File: src/rtl/seq_pkg.sv
package seq_pkg;
    localparam int INSN_W = 12;
    localparam int PC_W   = 9;
    localparam int DATA_W = 8;

    typedef enum logic [1:0] {
        ST_FILL,
        ST_RUN,
        ST_BUBBLE
    } seq_state_e;

    typedef enum logic [3:0] {
        OP_OTHER,
        OP_NOP,
        OP_JUMP,
        OP_CALL,
        OP_RETLW,
        OP_SKIP,
        OP_SLEEP,
        OP_WDTCLR,
        OP_OPTLD,
        OP_DIRLD
    } op_class_e;
endpackage

File: src/rtl/seq_decode.sv
module seq_decode
    import seq_pkg::*;
(
    input  logic [INSN_W-1:0] instr,
    output op_class_e         op
);
    always_comb begin
        unique casez (instr)
            12'b101?_????_????: op = OP_JUMP;
            12'b1001_????_????: op = OP_CALL;
            12'b1000_????_????: op = OP_RETLW;
            12'b0010_11??_????: op = OP_SKIP;
            12'b0011_11??_????: op = OP_SKIP;
            12'b011?_????_????: op = OP_SKIP;
            12'b0000_0000_0000: op = OP_NOP;
            12'b0000_0000_0010: op = OP_OPTLD;
            12'b0000_0000_0011: op = OP_SLEEP;
            12'b0000_0000_0100: op = OP_WDTCLR;
            12'b0000_0000_0110: op = OP_DIRLD;
            default:            op = OP_OTHER;
        endcase
    end
endmodule

File: src/rtl/seq_stack.sv
module seq_stack #(
    parameter int DEPTH = 2,
    parameter int W     = 9
) (
    input  logic         clk,
    input  logic         rst_n,
    input  logic         push,
    input  logic         pop,
    input  logic [W-1:0] push_data,
    output logic [W-1:0] top
);
    logic [W-1:0] ent [DEPTH];

    for (genvar i = 0; i < DEPTH; i++) begin : g_ent
        logic [W-1:0] from_above;
        logic [W-1:0] from_below;

        if (i == 0) begin : g_first
            assign from_above = push_data;
        end else begin : g_inner
            assign from_above = ent[i-1];
        end

        if (i == DEPTH - 1) begin : g_last
            assign from_below = ent[i];
        end else begin : g_mid
            assign from_below = ent[i+1];
        end

        always_ff @(posedge clk or negedge rst_n) begin
            if (!rst_n)
                ent[i] <= '0;
            else if (push)
                ent[i] <= from_above;
            else if (pop)
                ent[i] <= from_below;
        end
    end

    assign top = ent[0];
endmodule

File: src/rtl/prog_sequencer.sv
module prog_sequencer
    import seq_pkg::*;
#(
    parameter int               STACK_DEPTH = 2,
    parameter logic [PC_W-1:0]  RESET_VEC   = '0
) (
    input  logic              clk,
    input  logic              rst_n,
    input  logic [INSN_W-1:0] instr,
    input  logic              skip_cond,
    input  logic [DATA_W-1:0] w_in,
    output logic [PC_W-1:0]   pc,
    output logic              nop_slot,
    output logic              sleep_stb,
    output logic              wdt_clr_stb,
    output logic              opt_we,
    output logic [DATA_W-1:0] opt_data,
    output logic              dir_we,
    output logic [DATA_W-1:0] dir_data,
    output logic              w_we,
    output logic [DATA_W-1:0] w_data
);
    seq_state_e      state_q, state_d;
    logic [PC_W-1:0] pc_q, pc_d;
    op_class_e       op;
    logic            push, pop;
    logic [PC_W-1:0] ret_addr;

    seq_decode u_dec (
        .instr (instr),
        .op    (op)
    );

    seq_stack #(
        .DEPTH (STACK_DEPTH),
        .W     (PC_W)
    ) u_stk (
        .clk       (clk),
        .rst_n     (rst_n),
        .push      (push),
        .pop       (pop),
        .push_data (pc_q),
        .top       (ret_addr)
    );

    // State register
    always_ff @(posedge clk or negedge rst_n) begin
        if (!rst_n) begin
            state_q <= ST_FILL;
            pc_q    <= RESET_VEC;
        end else begin
            state_q <= state_d;
            pc_q    <= pc_d;
        end
    end

    // Transitions and next fetch address
    always_comb begin
        state_d = state_q;
        pc_d    = pc_q + PC_W'(1);
        push    = 1'b0;
        pop     = 1'b0;
        unique case (state_q)
            ST_FILL:   state_d = ST_RUN;
            ST_BUBBLE: state_d = ST_RUN;
            ST_RUN: begin
                unique case (op)
                    OP_JUMP: begin
                        pc_d    = instr[PC_W-1:0];
                        state_d = ST_BUBBLE;
                    end
                    OP_CALL: begin
                        push    = 1'b1;
                        pc_d    = {1'b0, instr[DATA_W-1:0]};
                        state_d = ST_BUBBLE;
                    end
                    OP_RETLW: begin
                        pop     = 1'b1;
                        pc_d    = ret_addr;
                        state_d = ST_BUBBLE;
                    end
                    OP_SKIP: begin
                        if (skip_cond)
                            state_d = ST_BUBBLE;
                    end
                    default: ;
                endcase
            end
            default: state_d = ST_FILL;
        endcase
    end

    // Outputs
    always_comb begin
        logic run;
        run         = (state_q == ST_RUN);
        pc          = pc_q;
        nop_slot    = !run;
        sleep_stb   = run && (op == OP_SLEEP);
        wdt_clr_stb = run && (op == OP_WDTCLR);
        opt_we      = run && (op == OP_OPTLD);
        dir_we      = run && (op == OP_DIRLD);
        w_we        = run && (op == OP_RETLW);
        opt_data    = w_in;
        dir_data    = w_in;
        w_data      = instr[DATA_W-1:0];
    end
endmodule

File: config.mk
export PLATFORM = sky130hd
export DESIGN_NAME = prog_sequencer
export DESIGN_NICKNAME = d
export VERILOG_FILES = /design/src/rtl/seq_pkg.sv /design/src/rtl/seq_decode.sv /design/src/rtl/seq_stack.sv /design/src/rtl/prog_sequencer.sv
export SDC_FILE = /design/constraint.sdc
export NUM_CORES = 1
export LEC_CHECK = 0
export ABC_CLOCK_PERIOD_IN_PS = 1800
export BUFFER_PORTS_ARGS = -buffer_cell sky130_fd_sc_hd__clkbuf_2
export CORE_MARGIN = 5
export CORE_UTILIZATION = 50
export DETAILED_ROUTE_END_ITERATION = 10
export PLACE_DENSITY = 0.8
export SYNTH_ARGS = -nofsm -noshare
export SYNTH_HDL_FRONTEND = slang
export SYNTH_SLANG_ARGS = --single-unit
File: constraint.sdc
create_clock -name clk -period 1.8 [get_ports clk]
set_input_delay 0.09 -clock clk [delete_from_list [all_inputs] [get_ports clk]]
set_output_delay 0.09 -clock clk [all_outputs]
set_load 0.01 [all_outputs]
==> impl_metrics.py <==
metrics = {
    "finish": {
        "nNetsFinal": 206,
        "area_growth_pct": 7.46,
        "diodes": 0,
        "post_route_cells_drive_above_1_share": 0.434,
        "num-fill-cells": 299,
    },
    "drt": {
        "first_pass_iters": 4,
        "drt_iter0_markers": 115,
        "routed_via_density": 5.99,
        "via_count": 1365,
        "ant_nets": 0,
        "drc": 0,
        "wire_per_inst_um": 17.4,
        "routed_wirelength_um": 3970,
    },
    "yosys": {
        "synthesis.nets": 185,
        "synth_top_area_frac": 0.408,
        "synth_xor_area_frac": 0.0345,
        "synth-edff-count": 0,
        "netlist_area_mm2": 0.00178,
        "yosys.area.top_type": "dfrtp_1",
        "synth-seq-cells": 29,
        "yosys.area_share.simple": 0.148,
        "synth_compound_area_frac": 0.111,
        "synth_adder_area_share": 0.00704,
        "ys_types": 36,
        "yosys_warnings": 0,
        "synth_top_cells_by_area": "dfrtp_1 41%, mux2_2 17%, buf_4 10%",
        "yosys_most_used_dff": "dfrtp_1",
        "yosysSeqAreaShare": 0.408,
        "avgSynthCellArea_um2": 11.0,
        "synth_top_family_by_area": "multiplexers",
        "synthCells": 161,
        "synth.area.mux_share": 0.171,
        "async_flop_share": 1.00,
    },
    "global_routing": {
        "grt_antenna_before_repair": 0,
        "busiest_layer": "met2",
        "grtUsageMet3": 0.0493,
        "track_usage": 0.169,
        "met2_usage": 0.270,
        "gr-total-overflow": 0,
        "grt_max_degree": 30,
        "met1_usage": 0.204,
        "grt_pass1_wl_um": 6580,
        "grt_pass1_vias": 1386,
    },
    "setup_path": {
        "critPathSlowestCell": "dfrtp_1",
        "path_cells": "nor2b_1 -> buf_4 -> nand3_4 -> mux2_2 -> mux2_2",
        "critPathBufInv": 1,
        "worstSetupPathType": "flip-flop to flip-flop",
        "end_kind": "flip-flop",
        "cp_common_cell": "mux2_2",
        "cp_data_arrival_time_ns": 1.78,
        "start_kind": "flip-flop",
        "crit_family": "multiplexers",
        "cp.required_ns": 2.01,
        "slowest_delay_ns": 0.41,
        "crit_path_max_fanout": 10,
    },
    "clock_network": {
        "clkSinkCount": 29,
        "cts_tree": "yes",
        "clk_pin_slew_ns": 0.09,
        "cts_made_buffers": 5,
        "clkLatencyLatePin_ns": 0.33,
        "cts_buffer_depth": 2,
        "cts_root_buf": "clkbuf_4",
        "cts_resized": 0,
        "h-tree-depth": 2,
    },
    "sta": {
        "post-route-period-util": 0.868,
        "hold_viol_final": 0,
        "finalSetupViolations": 0,
        "setup_ws_ns": 0.238,
        "finalSetupTns_ns": 0,
        "worst_pin_slew_ns": 0.727,
        "period_needed_ns": 1.56,
        "holdWs_ns": 0.0710,
        "maxSlewViolCount": 0,
        "maxSlewHeadroom": 0.515,
        "clock.fmax_mhz": 640,
        "rsz0062_at_grt": "no",
        "skew_ns": 0.00633,
    },
    "job": {
        "drv_cap": 0,
    },
    "floorplan": {
        "die_w_um": 69.6,
        "rows": 21,
        "die_h_um": 69.6,
        "core_region_area_mm2": 0.00339,
        "initial_core_util": 0.525,
        "die-area_mm2": 0.00485,
        "ioPinCount": 62,
    },
    "hold_path": {
        "holdCritPathClass": "input port to flip-flop",
    },
    "run_status": {
        "status": "finished, final reports clean",
    },
    "power": {
        "power.density_mw_per_mm2": 1210,
        "leakagePower_nw": 0.906,
        "ir_worst_vdd_v": 0.000813,
    },
    "place": {
        "port_buffers": 37,
        "place_ws_ns": 0.259,
        "dp_hpwl_um": 2960,
        "place.gp.congestion": 0.889,
    },
}
synthesized netlist by cell type (2+ instances only):
master    count
and3_1        4
nand2b_1      2
nor2b_1       3
dfrtp_1      29
a22oi_1       2
buf_4        24
nor2_1        8
a21oi_1       9
mux2_2       27
xnor2_1       3
nor3_1        5
inv_1         2
o221ai_1      2
nand2_1       4
a221oi_1      7
buf_2         2
nand3_1       6
xor2_1        4
per-layer routing:
metal,routed length (µm),part of all wire
met1,1660,0.42
met2,1840,0.46
met3,341,0.086
met4,129,0.032
met5,0,0
cell type report:
type / count / area (µm²) / share of cell area
clock buffers: 7 / 55.1 / 0.0288
inverters: 2 / 7.51 / 0.00393
multi-input cells: 102 / 840 / 0.439
flip-flops and latches: 29 / 726 / 0.380
well taps: 46 / 57.6 / 0.0301
repair buffers: 42 / 225 / 0.118
where the power goes:
group / internal (mW) / leakage, nW / switching, mW
clock network: 0.184 / 0.0314 / 0.226
logic: 0.421 / 0.510 / 0.343
registers: 0.920 / 0.365 / 0.223
kinds of logic (layout without fill, tap and decap cells):
| family | count (synthesis) | after routing |
|---|---|---|
| flops | 29 | 29 |
| xor+xnor | 7 | 7 |
| compound gates | 27 | 27 |
| mux | 27 | 27 |
| simple gates | 40 | 40 |
| buf+inv | 30 | 51 |
| fa+ha+maj | 1 | 1 |
placed cells by master, fill, tap and decap left out, types with 2 or more instances in the layout:
| master | instances |
|---|---|
| clkbuf_2 | 37 |
| dfrtp_1 | 29 |
| mux2_2 | 27 |
| a21oi_1 | 9 |
| nor2_1 | 8 |
| a221oi_1 | 7 |
| nand3_1 | 6 |
| nor3_1 | 5 |
| clkbuf_4 | 5 |
| nand2_1 | 4 |
| and3_1 | 4 |
| xor2_1 | 4 |
| buf_4 | 4 |
| nor2b_1 | 3 |
| xnor2_1 | 3 |
| inv_1 | 2 |
| nand2b_1 | 2 |
| a22oi_1 | 2 |
| o221ai_1 | 2 |
stage by stage:
stage	std cells	util	instance area [µm²]	power [mW]
2_1_floorplan	161	-	1780	1.68
3_3_place_gp	220	0.544	1850	1.86
3_5_place_dp	220	0.544	1850	1.92
4_1_cts	228	0.564	1910	2.34
5_1_grt	228	0.564	1910	2.47
6_report	228	0.564	1910	2.32
worst reg2reg max path: stages, from the launching register on:
cell     delay, ns
dfrtp_1       0.41
nor2b_1       0.12
buf_4         0.17
nand3_4       0.16
mux2_2        0.33
mux2_2        0.27
sequential cells by signal, summed over array words and instances (netlist names):
name                    cells
pc                          9
state_q                     2
u_stk.g_ent.from_below      9
u_stk.top                   9
timing repair:
item,CTS,global route
hold buffers,1,0
hold endpoints to repair,29,0
buffers inserted,0,0
final timing paths:
check	slack [ns]	to	startpoint	cells past startpoint
hold / removal	0.07	state_q[1]$_DFFE_PN0P_	skip_cond	3
setup reg to reg	0.24	u_stk.top[1]$_DFFE_PN0P_	state_q[1]$_DFFE_PN0P_	5
max in group asynchronous	0.99	u_stk.top[4]$_DFFE_PN0P_	rst_n	2
setup / recovery	0.24	u_stk.top[1]$_DFFE_PN0P_	state_q[1]$_DFFE_PN0P_	5
hold reg to reg	0.46	state_q[0]$_DFFE_PN0P_	state_q[0]$_DFFE_PN0P_	1
min in group asynchronous	0.34	state_q[1]$_DFFE_PN0P_	rst_n	2
(Power assumes the default switching activity.)
